==> src/rtl/dma_chan_pkg.sv <==
`timescale 1ns/1ps
package dma_chan_pkg;

  typedef enum logic [1:0] {ST_IDLE, ST_RD, ST_WR, ST_HOLD} chan_st_e;

  typedef struct packed {
    logic [3:0] rdy_sel;
    logic [7:0] hold;
    logic [1:0] dinc;
    logic [1:0] sinc;
    logic       hi_prio;
    logic       irq_en;
    logic       pause;
    logic [1:0] size;
    logic       dir;
    logic       periph;
  } chan_cfg_t;

  localparam int RA_W = 3;
  localparam logic [RA_W-1:0] RA_CTRL = 3'd0;
  localparam logic [RA_W-1:0] RA_SRC  = 3'd1;
  localparam logic [RA_W-1:0] RA_DST  = 3'd2;
  localparam logic [RA_W-1:0] RA_CNTA = 3'd3;
  localparam logic [RA_W-1:0] RA_CNTB = 3'd4;
  localparam logic [RA_W-1:0] RA_STAT = 3'd5;

  localparam int B_CLRB = 8;
  localparam int B_CLRA = 7;
  localparam int B_CRST = 5;

  localparam logic [1:0] SIZE_BAD = 2'b11;

  function automatic logic [2:0] step_bytes(input logic [1:0] code);
    case (code)
      2'b00:   return 3'd0;
      2'b01:   return 3'd1;
      2'b10:   return 3'd2;
      default: return 3'd4;
    endcase
  endfunction

endpackage

==> src/rtl/dma_chan_regs.sv <==
`timescale 1ns/1ps
module dma_chan_regs
  import dma_chan_pkg::*;
#(
  parameter int ADDR_W = 32,
  parameter int CNT_W  = 16
) (
  input  logic              clk,
  input  logic              rst_n,
  input  logic              wr_en,
  input  logic [RA_W-1:0]   addr,
  input  logic [31:0]       wdata,
  output logic [31:0]       rdata,
  input  logic              beat_done,
  output chan_cfg_t         cfg,
  output logic [ADDR_W-1:0] src,
  output logic [ADDR_W-1:0] dst,
  output logic              cnt_nz,
  output logic [1:0]        flags,
  output logic              chan_rst
);

  chan_cfg_t               cfg_q, cfg_d;
  logic [ADDR_W-1:0]       src_q, src_d, dst_q, dst_d;
  logic [1:0][CNT_W-1:0]   cnt_q, cnt_d;
  logic [1:0]              flag_q, flag_d;
  logic                    buf_q, buf_d;
  logic                    wr_ctrl, clr_a, clr_b, last_beat;
  logic                    unused_wbits;

  assign unused_wbits = ^wdata;
  assign wr_ctrl  = wr_en && (addr == RA_CTRL);
  assign chan_rst = wr_ctrl && wdata[B_CRST];
  assign clr_a    = wr_ctrl && wdata[B_CLRA];
  assign clr_b    = wr_ctrl && wdata[B_CLRB];
  assign last_beat = beat_done && (cnt_q[buf_q] == CNT_W'(1));

  always_comb begin
    cfg_d  = cfg_q;
    src_d  = src_q;
    dst_d  = dst_q;
    cnt_d  = cnt_q;
    flag_d = flag_q;
    buf_d  = buf_q;
    if (beat_done) begin
      src_d = src_q + ADDR_W'(step_bytes(cfg_q.sinc));
      dst_d = dst_q + ADDR_W'(step_bytes(cfg_q.dinc));
      cnt_d[buf_q] = cnt_q[buf_q] - CNT_W'(1);
    end
    if (clr_a) flag_d[0] = 1'b0;
    if (clr_b) flag_d[1] = 1'b0;
    if (last_beat) begin
      flag_d[buf_q] = 1'b1;
      buf_d = ~buf_q;
    end
    if (wr_en) begin
      case (addr)
        RA_CTRL: begin
          cfg_d.rdy_sel = wdata[26:23];
          cfg_d.hold    = wdata[21:14];
          cfg_d.dinc    = wdata[13:12];
          cfg_d.sinc    = wdata[11:10];
          cfg_d.hi_prio = wdata[9];
          cfg_d.irq_en  = wdata[6];
          cfg_d.pause   = wdata[4];
          cfg_d.size    = wdata[3:2];
          cfg_d.dir     = wdata[1];
          cfg_d.periph  = wdata[0];
        end
        RA_SRC:  src_d    = wdata[ADDR_W-1:0];
        RA_DST:  dst_d    = wdata[ADDR_W-1:0];
        RA_CNTA: cnt_d[0] = wdata[CNT_W-1:0];
        RA_CNTB: cnt_d[1] = wdata[CNT_W-1:0];
        default: ;
      endcase
    end
    if (chan_rst) begin
      cnt_d  = '0;
      flag_d = '0;
      buf_d  = 1'b0;
    end
  end

  always_ff @(posedge clk or negedge rst_n) begin
    if (!rst_n) begin
      cfg_q  <= '0;
      src_q  <= '0;
      dst_q  <= '0;
      cnt_q  <= '0;
      flag_q <= '0;
      buf_q  <= 1'b0;
    end else begin
      cfg_q  <= cfg_d;
      src_q  <= src_d;
      dst_q  <= dst_d;
      cnt_q  <= cnt_d;
      flag_q <= flag_d;
      buf_q  <= buf_d;
    end
  end

  always_comb begin
    rdata = '0;
    case (addr)
      RA_CTRL: begin
        rdata[26:23] = cfg_q.rdy_sel;
        rdata[21:14] = cfg_q.hold;
        rdata[13:12] = cfg_q.dinc;
        rdata[11:10] = cfg_q.sinc;
        rdata[9]     = cfg_q.hi_prio;
        rdata[6]     = cfg_q.irq_en;
        rdata[4]     = cfg_q.pause;
        rdata[3:2]   = cfg_q.size;
        rdata[1]     = cfg_q.dir;
        rdata[0]     = cfg_q.periph;
      end
      RA_SRC:  rdata = 32'(src_q);
      RA_DST:  rdata = 32'(dst_q);
      RA_CNTA: rdata = 32'(cnt_q[0]);
      RA_CNTB: rdata = 32'(cnt_q[1]);
      RA_STAT: rdata[2:0] = {flag_q, buf_q};
      default: ;
    endcase
  end

  assign cfg    = cfg_q;
  assign src    = src_q;
  assign dst    = dst_q;
  assign cnt_nz = |cnt_q[buf_q];
  assign flags  = flag_q;

  // a flag only rises after the final beat of its own buffer
  a_r4_flag_a_cause: assert property (@(posedge clk) disable iff (!rst_n)
    $rose(flag_q[0]) |-> $past(beat_done && !buf_q));
  a_r4_flag_b_cause: assert property (@(posedge clk) disable iff (!rst_n)
    $rose(flag_q[1]) |-> $past(beat_done && buf_q));
  // channel reset empties both counts and flags
  a_r9_reset_clears: assert property (@(posedge clk) disable iff (!rst_n)
    chan_rst |=> (cnt_q == '0) && (flag_q == 2'b00) && !buf_q);

endmodule

==> src/rtl/dma_chan_holdoff.sv <==
`timescale 1ns/1ps
module dma_chan_holdoff #(
  parameter int WAIT_W = 8
) (
  input  logic              clk,
  input  logic              rst_n,
  input  logic              load,
  input  logic [WAIT_W-1:0] wait_val,
  input  logic              run,
  input  logic              clr,
  output logic              done
);

  logic [WAIT_W-1:0] cnt_q, cnt_d;

  always_comb begin
    cnt_d = cnt_q;
    if (clr)
      cnt_d = '0;
    else if (load)
      cnt_d = wait_val;
    else if (run && (cnt_q != '0))
      cnt_d = cnt_q - WAIT_W'(1);
  end

  always_ff @(posedge clk or negedge rst_n) begin
    if (!rst_n) cnt_q <= '0;
    else        cnt_q <= cnt_d;
  end

  assign done = (cnt_q == WAIT_W'(1));

endmodule

==> src/rtl/dma_chan_fsm.sv <==
`timescale 1ns/1ps
module dma_chan_fsm
  import dma_chan_pkg::*;
#(
  parameter int ADDR_W = 32,
  parameter int DATA_W = 32,
  parameter int WAIT_W = 8,
  parameter int NRDY   = 16,
  localparam int SEL_W = $clog2(NRDY)
) (
  input  logic              clk,
  input  logic              rst_n,
  input  logic              periph,
  input  logic              pause,
  input  logic [1:0]        size,
  input  logic [SEL_W-1:0]  rdy_sel,
  input  logic [WAIT_W-1:0] hold,
  input  logic [NRDY-1:0]   rdy_vec,
  input  logic              cnt_nz,
  input  logic              chan_rst,
  input  logic [ADDR_W-1:0] src,
  input  logic [ADDR_W-1:0] dst,
  input  logic              m_ack,
  input  logic [DATA_W-1:0] m_rdata,
  output logic              m_req,
  output logic              m_we,
  output logic [ADDR_W-1:0] m_addr,
  output logic [DATA_W-1:0] m_wdata,
  output logic              beat_done
);

  chan_st_e          st_q, st_d;
  logic [DATA_W-1:0] dat_q, dat_d;
  logic              go, hold_load, hold_done, rdy_sel_bit;

  assign rdy_sel_bit = rdy_vec[rdy_sel];
  assign go = cnt_nz && !pause && (size != SIZE_BAD) && (!periph || rdy_sel_bit);
  assign beat_done = (st_q == ST_WR) && m_ack && !chan_rst;
  assign hold_load = beat_done && periph && (hold != '0);

  dma_chan_holdoff #(.WAIT_W(WAIT_W)) u_hold (
    .clk      (clk),
    .rst_n    (rst_n),
    .load     (hold_load),
    .wait_val (hold),
    .run      (st_q == ST_HOLD),
    .clr      (chan_rst),
    .done     (hold_done)
  );

  always_comb begin
    st_d  = st_q;
    dat_d = dat_q;
    case (st_q)
      ST_IDLE: if (go) st_d = ST_RD;
      ST_RD: if (m_ack) begin
        dat_d = m_rdata;
        st_d  = ST_WR;
      end
      ST_WR: if (m_ack) st_d = hold_load ? ST_HOLD : ST_IDLE;
      ST_HOLD: if (hold_done) st_d = ST_IDLE;
      default: st_d = ST_IDLE;
    endcase
    if (chan_rst) st_d = ST_IDLE;
  end

  always_ff @(posedge clk or negedge rst_n) begin
    if (!rst_n) begin
      st_q  <= ST_IDLE;
      dat_q <= '0;
    end else begin
      st_q  <= st_d;
      dat_q <= dat_d;
    end
  end

  assign m_req   = (st_q == ST_RD) || (st_q == ST_WR);
  assign m_we    = (st_q == ST_WR);
  assign m_addr  = (st_q == ST_WR) ? dst : src;
  assign m_wdata = dat_q;

  // a request is held, same kind, until acknowledged
  a_r2_req_held: assert property (@(posedge clk) disable iff (!rst_n)
    (m_req && !m_ack && !chan_rst) |=> (m_req && $stable(m_we)));
  // no beat starts while the selected ready line is low
  a_r5_wait_ready: assert property (@(posedge clk) disable iff (!rst_n)
    (st_q == ST_IDLE && periph && !rdy_sel_bit) |=> !m_req);
  // the holdoff state persists until its counter expires
  a_r6_hold_stays: assert property (@(posedge clk) disable iff (!rst_n)
    (st_q == ST_HOLD && !hold_done && !chan_rst) |=> (st_q == ST_HOLD));
  // pause blocks new beats
  a_r7_pause_blocks: assert property (@(posedge clk) disable iff (!rst_n)
    (st_q == ST_IDLE && pause) |=> !m_req);
  // reserved size keeps the channel idle
  a_r10_bad_size_idle: assert property (@(posedge clk) disable iff (!rst_n)
    (st_q == ST_IDLE && size == SIZE_BAD) |=> (st_q == ST_IDLE));

endmodule

==> src/rtl/dma_chan.sv <==
`timescale 1ns/1ps
module dma_chan
  import dma_chan_pkg::*;
#(
  parameter int ADDR_W = 32,
  parameter int DATA_W = 32,
  parameter int CNT_W  = 16
) (
  input  logic              clk,
  input  logic              rst_n,
  input  logic              reg_wr,
  input  logic [2:0]        reg_addr,
  input  logic [31:0]       reg_wdata,
  output logic [31:0]       reg_rdata,
  input  logic [15:0]       rdy_vec,
  output logic              m_req,
  output logic              m_we,
  output logic [ADDR_W-1:0] m_addr,
  output logic [1:0]        m_size,
  output logic [DATA_W-1:0] m_wdata,
  input  logic [DATA_W-1:0] m_rdata,
  input  logic              m_ack,
  output logic              hi_prio,
  output logic              irq
);

  localparam int NRDY   = 16;
  localparam int WAIT_W = 8;

  logic              rst_meta_q, rst_sync_q;
  chan_cfg_t         cfg;
  logic [ADDR_W-1:0] src, dst;
  logic              cnt_nz, chan_rst, beat_done;
  logic [1:0]        flags;

  always_ff @(posedge clk or negedge rst_n) begin
    if (!rst_n) begin
      rst_meta_q <= 1'b0;
      rst_sync_q <= 1'b0;
    end else begin
      rst_meta_q <= 1'b1;
      rst_sync_q <= rst_meta_q;
    end
  end

  dma_chan_regs #(.ADDR_W(ADDR_W), .CNT_W(CNT_W)) u_regs (
    .clk       (clk),
    .rst_n     (rst_sync_q),
    .wr_en     (reg_wr),
    .addr      (reg_addr),
    .wdata     (reg_wdata),
    .rdata     (reg_rdata),
    .beat_done (beat_done),
    .cfg       (cfg),
    .src       (src),
    .dst       (dst),
    .cnt_nz    (cnt_nz),
    .flags     (flags),
    .chan_rst  (chan_rst)
  );

  dma_chan_fsm #(.ADDR_W(ADDR_W), .DATA_W(DATA_W), .WAIT_W(WAIT_W), .NRDY(NRDY)) u_fsm (
    .clk       (clk),
    .rst_n     (rst_sync_q),
    .periph    (cfg.periph),
    .pause     (cfg.pause),
    .size      (cfg.size),
    .rdy_sel   (cfg.rdy_sel),
    .hold      (cfg.hold),
    .rdy_vec   (rdy_vec),
    .cnt_nz    (cnt_nz),
    .chan_rst  (chan_rst),
    .src       (src),
    .dst       (dst),
    .m_ack     (m_ack),
    .m_rdata   (m_rdata),
    .m_req     (m_req),
    .m_we      (m_we),
    .m_addr    (m_addr),
    .m_wdata   (m_wdata),
    .beat_done (beat_done)
  );

  assign m_size  = cfg.size;
  assign hi_prio = cfg.hi_prio;
  assign irq     = cfg.irq_en && (|flags);

  // the interrupt falls only through a clear, a channel reset or disabling
  a_r8_irq_fall: assert property (@(posedge clk) disable iff (!rst_sync_q)
    $fell(irq) |-> $past(reg_wr && reg_addr == RA_CTRL));

endmodule

==> config.mk <==
export PLATFORM = sky130hd
export DESIGN_NAME = dma_chan
export DESIGN_NICKNAME = d
export VERILOG_FILES = /design/src/rtl/dma_chan_pkg.sv /design/src/rtl/dma_chan_regs.sv /design/src/rtl/dma_chan_holdoff.sv /design/src/rtl/dma_chan_fsm.sv /design/src/rtl/dma_chan.sv
export SDC_FILE = /design/constraint.sdc
export NUM_CORES = 1
export LEC_CHECK = 0
export ABC_AREA = 1
export BUFFER_PORTS_ARGS = -buffer_cell sky130_fd_sc_hd__buf_2
export CAP_MARGIN = 5
export CORE_UTILIZATION = 58
export CTS_CLUSTER_DIAMETER = 120
export CTS_CLUSTER_SIZE = 12
export DETAILED_ROUTE_END_ITERATION = 12
export GPL_ROUTABILITY_DRIVEN = 0
export HOLD_SLACK_MARGIN = 0.12
export PLACE_DENSITY_LB_ADDON = 0.3
export SLEW_MARGIN = 20
export SYNTH_ARGS = -nofsm -noshare
export SYNTH_HDL_FRONTEND = slang
export SYNTH_SLANG_ARGS = --single-unit
==> constraint.sdc <==
create_clock -name clk -period 7 [get_ports clk]
set_input_delay 0.7 -clock clk [delete_from_list [all_inputs] [get_ports clk]]
set_output_delay 0.7 -clock clk [all_outputs]
set_load 0.1 [all_outputs]
# Word-level counts from Yosys, hierarchy flattened
# Index checks and enable logic that the tools add are counted.
[classes]
add_sub_neg = 4
magnitude_cmp = 3
eq_ne = 19
muxes = 50
bitwise_logic = 2
n_reduce_logical = 33
[op_table]
columns = ["operator", "n"]
rows = [
  ["2-to-1 mux 32 bit", 10],
  ["2-to-1 mux 16 bit", 5],
  ["case mux 13 bit (5 select lines)", 1],
  ["adder 32 x 3 -> 32 bit", 2],
  ["bitwise mux 32 bit", 1],
  ["2-to-1 mux 8 bit", 3],
  ["case mux 3 bit (3 select lines)", 2],
  ["case mux 3 bit (6 select lines)", 1],
  ["demux 16 bit (select 1 bit)", 1],
  ["== test 16 x 1 -> 1 bit, second input constant", 1],
  ["2-to-1 mux 2 bit", 8],
  ["case mux 2 bit (4 select lines)", 2],
  ["nonzero test 8 bit", 2],
  ["OR reduction 16 bit", 1],
  ["subtractor 16 x 1 -> 16 bit, second input constant", 1],
  ["logical AND 1 bit", 15],
  ["case mux 4 bit (3 select lines)", 1],
  ["case mux 2 bit (5 select lines)", 1],
  ["case mux 5 bit (2 select lines)", 1],
  ["inequality test 3 x 1 -> 1 bit, second input constant", 3],
  ["== test 2 bit, second input constant", 4],
  ["== test 8 x 1 -> 1 bit, second input constant", 1],
  ["subtractor 8 x 1 -> 8 bit, second input constant", 1],
  ["== test 2 x 1 -> 1 bit, second input constant", 3],
  ["other kinds (26)", 40],
]
[word_totals]
regBits = 166
in_bits = 87
output_inout_bits = 102
elab_cells = 132

# Depth between registers and ports, before layout
# Gate-level depths: netlist of the first run.
[depth]
ltp_word = 11
mapped_depth = 16
mapped_depth_nobuf = 16

# By module
# From an unflattened synthesis of the first run, not the netlist that was laid out.
[hier_totals]
cells_unflattened = 1593
area_unflattened_um2 = 11105.7
[modules_own_cells]
columns = ["mod", "n_inst", "cells_per_inst", "area_per_inst_um2", "seq_area_each_um2"]
rows = [
  ["dma_chan_regs", 1, 1242, 8359.3, 3052.9],
  ["dma_chan_fsm", 1, 257, 2044.5, 850.8],
  ["dma_chan_holdoff", 1, 88, 636.9, 200.2],
  ["dma_chan", 1, 6, 65.1, 50.0],
]

# Worst setup path after synthesis of the first run
# No wires, ideal clock.
[synth_path]
path_type = "flip-flop to output port"
start = "reg u_fsm.st_q[0]"
end = "out m_addr[23]"
arrival_time_ps = 3666
required_ps = 6300
slack_ps = 2634
path_stages_with_launch = 6
n_path_buf = 2
path_cell_list = "dfrtp_1 -> inv_1 -> ha_1 -> clkbuf_1 -> clkbuf_1 -> o21ai_0"
[synth_via]
elab_chain_len = 2
[synth_lines]
columns = ["item", "line", "rtl"]
rows = [
  ["from (decl)", "dma_chan_fsm.sv:32", "chan_st_e st_q, st_d;"],
  ["from (signal assigned)", "dma_chan_fsm.sv:72", "st_q <= st_d;"],
  ["== test 2 bit", "-", ""],
  ["named net m_we", "dma_chan.sv:17", "output logic m_we,"],
  ["2-to-1 mux 32 bit", "dma_chan_fsm.sv:79", "assign m_addr = (st_q == ST_WR) ? dst : src;"],
  ["to (decl)", "dma_chan.sv:18", "output logic [ADDR_W-1:0] m_addr,"],
]
# The timed path passes the listed nets, and every way through them passes these cells.

# Worst setup path in the final report of the first run
[layout_path]
start = "reg u_fsm.st_q[0]"
end = "reg u_fsm.u_hold.cnt_q[4]"
[layout_via]
elab_chain_len = 7
[layout_lines]
columns = ["item", "line", "rtl"]
rows = [
  ["== test 2 bit", "dma_chan_fsm.sv:38", "assign beat_done = (st_q == ST_WR) && m_ack && !chan_rst;"],
  ["logical AND 1 bit (2 in a row)", "dma_chan_fsm.sv:38", ""],
  ["logical AND 1 bit (2 in a row)", "dma_chan_fsm.sv:39", "assign hold_load = beat_done && periph && (hold != '0);"],
  ["2-to-1 mux 8 bit", "dma_chan_holdoff.sv:20", "else if (load)"],
  ["2-to-1 mux 8 bit", "dma_chan_holdoff.sv:18", "if (clr)"],
  ["to (signal assigned)", "dma_chan_holdoff.sv:28", "else cnt_q <= cnt_d;"],
  ["to (decl)", "dma_chan_holdoff.sv:14", "logic [WAIT_W-1:0] cnt_q, cnt_d;"],
]
# Parallel ways exist; a longest one is shown, timed or not.
# A chain may end at the register's enable or synchronous reset.

==> flow_summary.json, run 1 <==
{
  "cts_root_buf": "clkbuf_16",
  "cts_buffer_depth": 2,
  "grt_pass1_vias": 10900,
  "nets": 1852,
  "synth.most_common_cell": "nand2_1",
  "htreeDepth": 4,
  "tritoncts": "done",
  "ys_ff_latch": 166,
  "use_met3_pct": 8.91,
  "critPathRequiredTime_ns": 7.36,
  "crit_path_end_kind": "register",
  "slew_viol_final": 0,
  "grt_pass1_wl_microns": 57600,
  "vias": 11800,
  "drive_above_1_share_pct": 17.3,
  "fin_ws_ns": 3.10,
  "syn_area_per_cell_sq_um": 7.09,
  "clkTransAtPathRegs_ns": 0.07,
  "critPathKind": "reg2reg",
  "synthCells": 1590,
  "wl_microns": 36900,
  "synth_edf_count": 0,
  "place_ws_ns": 3.00,
  "reg2reg_slack_ns": 3.10,
  "io_pins": 189,
  "syn_nets": 1695,
  "clkLatencyLatePin_ns": 0.44,
  "maxCapViolCount": 0,
  "synth_area_sq_um": 11300,
  "relSlewSlack_pct": 32.2,
  "drc": 0,
  "synth-main-ff-cell": "dfrtp_1",
  "viasPerCell": 5.83,
  "async_reset_ff_share_pct": 100,
  "path_max_fanout": 67,
  "gr-max-usage-layer": "met2",
  "run_status": "finished clean",
  "grtUsageMet2_pct": 57.7,
  "drtIter0Drc": 1685,
  "min_period_over_period_pct": 55.7,
  "dieWidth_microns": 141,
  "rows": 50,
  "yosys-top-cells-area": "dfrtp_1 (37%), nand2_1 (14%), inv_1 (8.2%), o21ai_0 (7.1%), xor2_1 (5.0%)",
  "p_leak_nw": 6.53,
  "power-per-cell-area_nw_per_um2": 514,
  "ant_nets": 0,
  "hp-class": "reg2async",
  "worst_setup_path_start_kind": "register",
  "numCtsBuffers": 17,
  "seq_area_frac_synth_pct": 36.8,
  "hold_viol_final": 0,
  "ys_top_cells_by_count": "nand2_1 (416), inv_1 (247), dfrtp_1 (166), o21ai_0 (160), nor2_1 (116)",
  "met1_usage_pct": 51.5,
  "dp_hpwl_microns": 27100,
  "cts_num_sinks": 166,
  "cp_data_arrival_time_ns": 4.26,
  "period_needed_ns": 3.90,
  "grt_max_degree": 72,
  "yosysWarnings": 0,
  "finalSetupViolCount": 0,
  "post_drt_wl_per_cell_microns": 18.3,
  "nFillCells": 1611,
  "start_util_pct": 59.7,
  "firstDrtPassIters": 7,
  "n_antenna_cell": 0,
  "tns_ns": 0,
  "grt_overflow_total": 0,
  "synth_top_area_share_pct": 36.8,
  "grt_use_total_pct": 38.0,
  "synth.distinct_cells": 50,
  "antenna_found_initial": 0,
  "port_buffers": 188,
  "dieArea_sq_um": 20000,
  "vdd_drop_max_uv": 537,
  "skew_ns": 0.00899,
  "area_growth_pct": 14.2,
  "die_h_microns": 141,
  "core_sq_um": 18900,
  "cts_resized": 0,
  "rsz0062_at_grt": "false",
  "max_freq_mhz": 257,
  "yosys.area.top_type": "dfrtp_1",
  "worst_pin_slew_ns": 1.01
}
## placed cells by master, fill, tap and decap left out, types with 3 or more instances in the layout
cell type  instances
a21oi_1           51
a221oi_1           9
a22oi_1            4
a31oi_1            3
buf_2            188
buf_4              8
clkbuf_16         17
clkinv_4           4
dfrtp_1          165
ha_1              15
inv_1            247
inv_2              8
inv_6              5
mux2_2            32
nand2_1          416
nand2_2            3
nand2_4            5
nand3_1           70
nand4_1           18
nor2_1           116
nor2_2             7
nor2_4             5
nor3_1            29
o211ai_1          18
o21ai_0          160
o21ai_1            9
o21bai_1           8
o221ai_1          16
o22ai_1           18
or2_2              7
xnor2_1            3
xor2_1            64
## logic make-up after synthesis
| family | share of synthesized area (%) |
|---|---|
| multiplexers | 3.37 |
| XOR/XNOR | 5.20 |
| buffers and inverters | 11.1 |
| AO/OA/AOI/OAI | 15.4 |
| flip-flops | 36.8 |
| adder cells (fa/ha/maj) | 2.13 |
| other | 0.0332 |
| AND/OR/NAND/NOR | 25.9 |
## final timing paths
kind	startpoint	endpoint	depth (start not counted)
hold / removal	rst_sync_q	u_fsm.m_wdata[20]	0
setup / recovery	u_fsm.st_q[0]	u_fsm.u_hold.cnt_q[4]	13
setup reg to reg	u_fsm.st_q[0]	u_fsm.u_hold.cnt_q[4]	13
max in group asynchronous	rst_sync_q	u_regs.dst[20]	2
min in group clk	rst_meta_q	rst_sync_q	0
hold reg to reg	rst_sync_q	u_fsm.m_wdata[20]	0
## stage by stage
| step | hold WS, ns | power (mW) | util, % | std cells | instance area, sq um |
|---|---|---|---|---|---|
| CTS | 0.352 | 6.56 | 68.2 | 2020 | 12900 |
| global route | 0.361 | 6.93 | 68.2 | 2020 | 12900 |
| floorplan | 0.331 | 4.91 | - | 1590 | 11300 |
| finish | 0.359 | 6.62 | 68.2 | 2020 | 12900 |
| detailed placement | 0.336 | 5.65 | 65.2 | 1987 | 12300 |
| global placement | 0.337 | 5.57 | 65.2 | 1987 | 12300 |
## power by group
| group | internal [mW] | leakage [nW] | switching [mW] | total [mW] |
|---|---|---|---|---|
| logic | 0.804 | 4.30 | 3.26 | 4.06 |
| clock network | 0.472 | 0.270 | 0.431 | 0.903 |
| registers | 1.31 | 1.96 | 0.353 | 1.66 |
## sequential cells by signal, indices dropped and copies added, names as in the netlist
signal,cells
rst_meta_q,1
rst_sync_q,1
u_fsm.m_wdata,32
u_fsm.st_q,2
u_fsm.u_hold.cnt_q,8
u_regs.buf_q,1
u_regs.cfg,23
u_regs.cnt_q,32
u_regs.dst,32
u_regs.flags,2
u_regs.src,32
## worst max-delay path, cell delays in order (launching register included)
cell and delay [ns]:
dfrtp_1 0.42, inv_1 0.14, ha_2 0.18, buf_4 0.50, nand2_1 0.13, inv_1 0.13
nand2_4 0.24, inv_2 0.79, o211ai_2 0.51, nand2_2 0.31, nand2_1 0.15, inv_2 0.14
nand2_1 0.06, o21ai_0 0.07
## layout make-up
type                       count  area (sq um)  area share [%]
multi-input combinational   1108          5870            45.6
sequential                   166          4160            32.3
timing repair buffer         197          1010            7.85
inverter                     257           965            7.49
clock buffer                  18           439            3.41
tap                          260           325            2.53
clock inverter                14           115           0.893
## routing by layer
metal	share of wire (%)	vias up
met1	39	5377
li1	-	5411
met5	0	-
met2	43	847
met4	4.6	0
met3	13	149
## timing repair
item / in CTS / in global routing
hold buffers: 1 / 0
endpoints found under the hold margin: 2 / 0
setup buffers: 0 / 0
(Power assumes the default switching activity.)
==> run 2: changes to the inputs <==
--- a/config.mk
+++ b/config.mk
@@ -8,7 +8,7 @@
 export ABC_AREA = 1
 export BUFFER_PORTS_ARGS = -buffer_cell sky130_fd_sc_hd__buf_2
 export CAP_MARGIN = 5
-export CORE_UTILIZATION = 58
+export CORE_UTILIZATION = 52
 export CTS_CLUSTER_DIAMETER = 120
 export CTS_CLUSTER_SIZE = 12
 export DETAILED_ROUTE_END_ITERATION = 12
==> constraint.sdc (replaced) <==
create_clock -name clk -period 3.5 [get_ports clk]
set_input_delay 0.35 -clock clk [delete_from_list [all_inputs] [get_ports clk]]
set_output_delay 0.35 -clock clk [all_outputs]
set_load 0.1 [all_outputs]
==> run 2 against run 1 <==
Effect of this change:
- die area is 11% higher
- critical path depth shrank 7
- via count is 0.95% lower
- flip-flop and latch count stayed put
- count of clock-buffer cells in the layout grew 1
- critical path type is now reg2out
==> flow_summary.json, run 2 (same netlist as run 1, synthesis figures left out) <==
{
  "drive_above_1_share_pct": 17.8,
  "wl_microns": 37300,
  "skew_ns": 0.00963,
  "path_cells": "inv_1, ha_2, buf_4, nand2_1, o21ai_1, buf_2",
  "path_buf_inv": 3,
  "rows": 53,
  "clkLatencyLatePin_ns": 0.44,
  "crit_path_end_kind": "output pin",
  "vias": 11700,
  "maxCapViolCount": 0,
  "viasPerCell": 5.71,
  "io_pins": 189,
  "start_util_pct": 53.3,
  "min_period_over_period_pct": 83.0,
  "dp_hpwl_microns": 27900,
  "final_cell_area_sq_um": 13000,
  "cts_num_sinks": 166,
  "multiInputGateArea_sq_um": 5880,
  "drc": 0,
  "dieArea_sq_um": 22300,
  "slowest_delay_ns": 0.52,
  "worst_setup_path_start_kind": "register",
  "antenna_found_initial": 1,
  "grt_overflow_total": 0,
  "htreeDepth": 4,
  "nFillCells": 1917,
  "layout_common_cells": "nand2_1 (416), inv_1 (247), buf_2 (188)",
  "area_growth_pct": 15.4,
  "p_leak_nw": 6.59,
  "period_needed_ns": 2.90,
  "cts_root_buf": "clkbuf_16",
  "placed_area_sq_um": 12400,
  "max_freq_mhz": 344,
  "grt_use_total_pct": 34.0,
  "relSlewSlack_pct": 48.1,
  "grt_max_degree": 67,
  "cts_buffer_depth": 2,
  "critPathKind": "reg2out",
  "drtIter0Drc": 1521,
  "cts_resized": 0,
  "die_h_microns": 149,
  "worst_pin_slew_ns": 0.777,
  "power-per-cell-area_nw_per_um2": 1030,
  "grt_pass1_wl_microns": 57500,
  "path_max_fanout": 66,
  "seq_area_sq_um": 4160,
  "crit_path_start": "u_fsm.st_q[0]",
  "reg2reg_slack_ns": 0.71,
  "core_sq_um": 21200,
  "hp-class": "in2reg",
  "place_ws_ns": 0.722,
  "port_buffers": 188,
  "ant_nets": 0,
  "fin_ws_ns": 0.595,
  "dieWidth_microns": 149,
  "grt_pass1_vias": 10800,
  "finalSetupViolCount": 0,
  "holdWs_ns": 0.135,
  "crit_family": "buffers and inverters",
  "nets": 1862,
  "power_mw": 13.4,
  "post_drt_wl_per_cell_microns": 18.2,
  "cp_data_arrival_time_ns": 2.55,
  "n_antenna_cell": 0,
  "rsz0062_at_grt": "false",
  "clkTransAtPathRegs_ns": 0.07,
  "post-route-util_pct": 61.5,
  "vdd_drop_max_uv": 903,
  "hold_viol_final": 0,
  "run_status": "finished clean",
  "reg2reg_from": "u_regs.cfg[8]",
  "numCtsBuffers": 17,
  "mostFrequentLayoutCell": "nand2_1",
  "firstDrtPassIters": 6,
  "min_from": "m_rdata[18]",
  "critPathSlowestCell": "buf_4",
  "slew_viol_final": 0,
  "critPathRequiredTime_ns": 3.15,
  "tritoncts": "done"
}
## run 2: cell types whose count changed in the layout (fill, tap and decap cells not counted), moves of 2 or more
cell / delta
o21ai_0: -11
o21ai_1: +11
buf_4: +10
a21oi_1: -2
a21oi_2: +2
bufinv_16: +2
clkinv_4: -2
## run 2: path summary, 6_finish.rpt
path                                      to  depth (start not counted)
min                        u_fsm.m_wdata[18]                          2
max reg2reg                   u_regs.src[14]                         15
min in group asynchronous         rst_meta_q                          2
max in group asynchronous     u_regs.dst[21]                          1
max                               m_addr[13]                          6
min reg2reg                       rst_sync_q                          0
## run 2: worst register-to-register path: stages (launching register included)
cell      delay [ns]
dfrtp_1         0.43
nor2_1          0.13
ha_1            0.20
inv_1           0.07
fa_1            0.38
inv_1           0.09
nand2_1         0.08
a21oi_1         0.31
nand2_1         0.13
nor2_1          0.18
nand2_1         0.17
inv_2           0.13
nand2_1         0.07
xor2_1          0.16
o21bai_1        0.12
inv_1           0.05
## run 2: final cells by class
cell class                 instances  area share [%]
clock buffer                      19            3.40
clock inverter                    13            1.11
inverter                         257            7.41
multi-input combinational       1108            45.2
sequential                       166            31.9
tap                              275            2.64
timing repair buffer             207            8.34
## run 2: power breakdown
group	total [mW]	switching (mW)	internal, mW
Clock	1.93	0.851	1.08
Combinational	8.16	6.53	1.63
Sequential	3.32	0.698	2.62
## run 2: layer usage
metal	vias up	GRT usage, %	wire [microns]
met2	780	52.2	16400
met5	-	0	13
met3	124	7.03	4410
li1	5433	-	-
met1	5333	46.4	15000
met4	2	14.6	1480
## run 2: repair_timing
action                                  in CTS  in global routing
setup buffers                                0                  0
endpoints found under the setup margin       0                  0
endpoints found under the hold margin        2                  0
hold buffers                                 1                  0
## run 2: per-stage QoR
stage | setup TNS [ns] | cells
detailed placement | 0 | 2012
global placement | 0 | 2012
CTS | 0 | 2045
global route | 0 | 2045
floorplan | -9.40 | 1590
finish | 0 | 2045
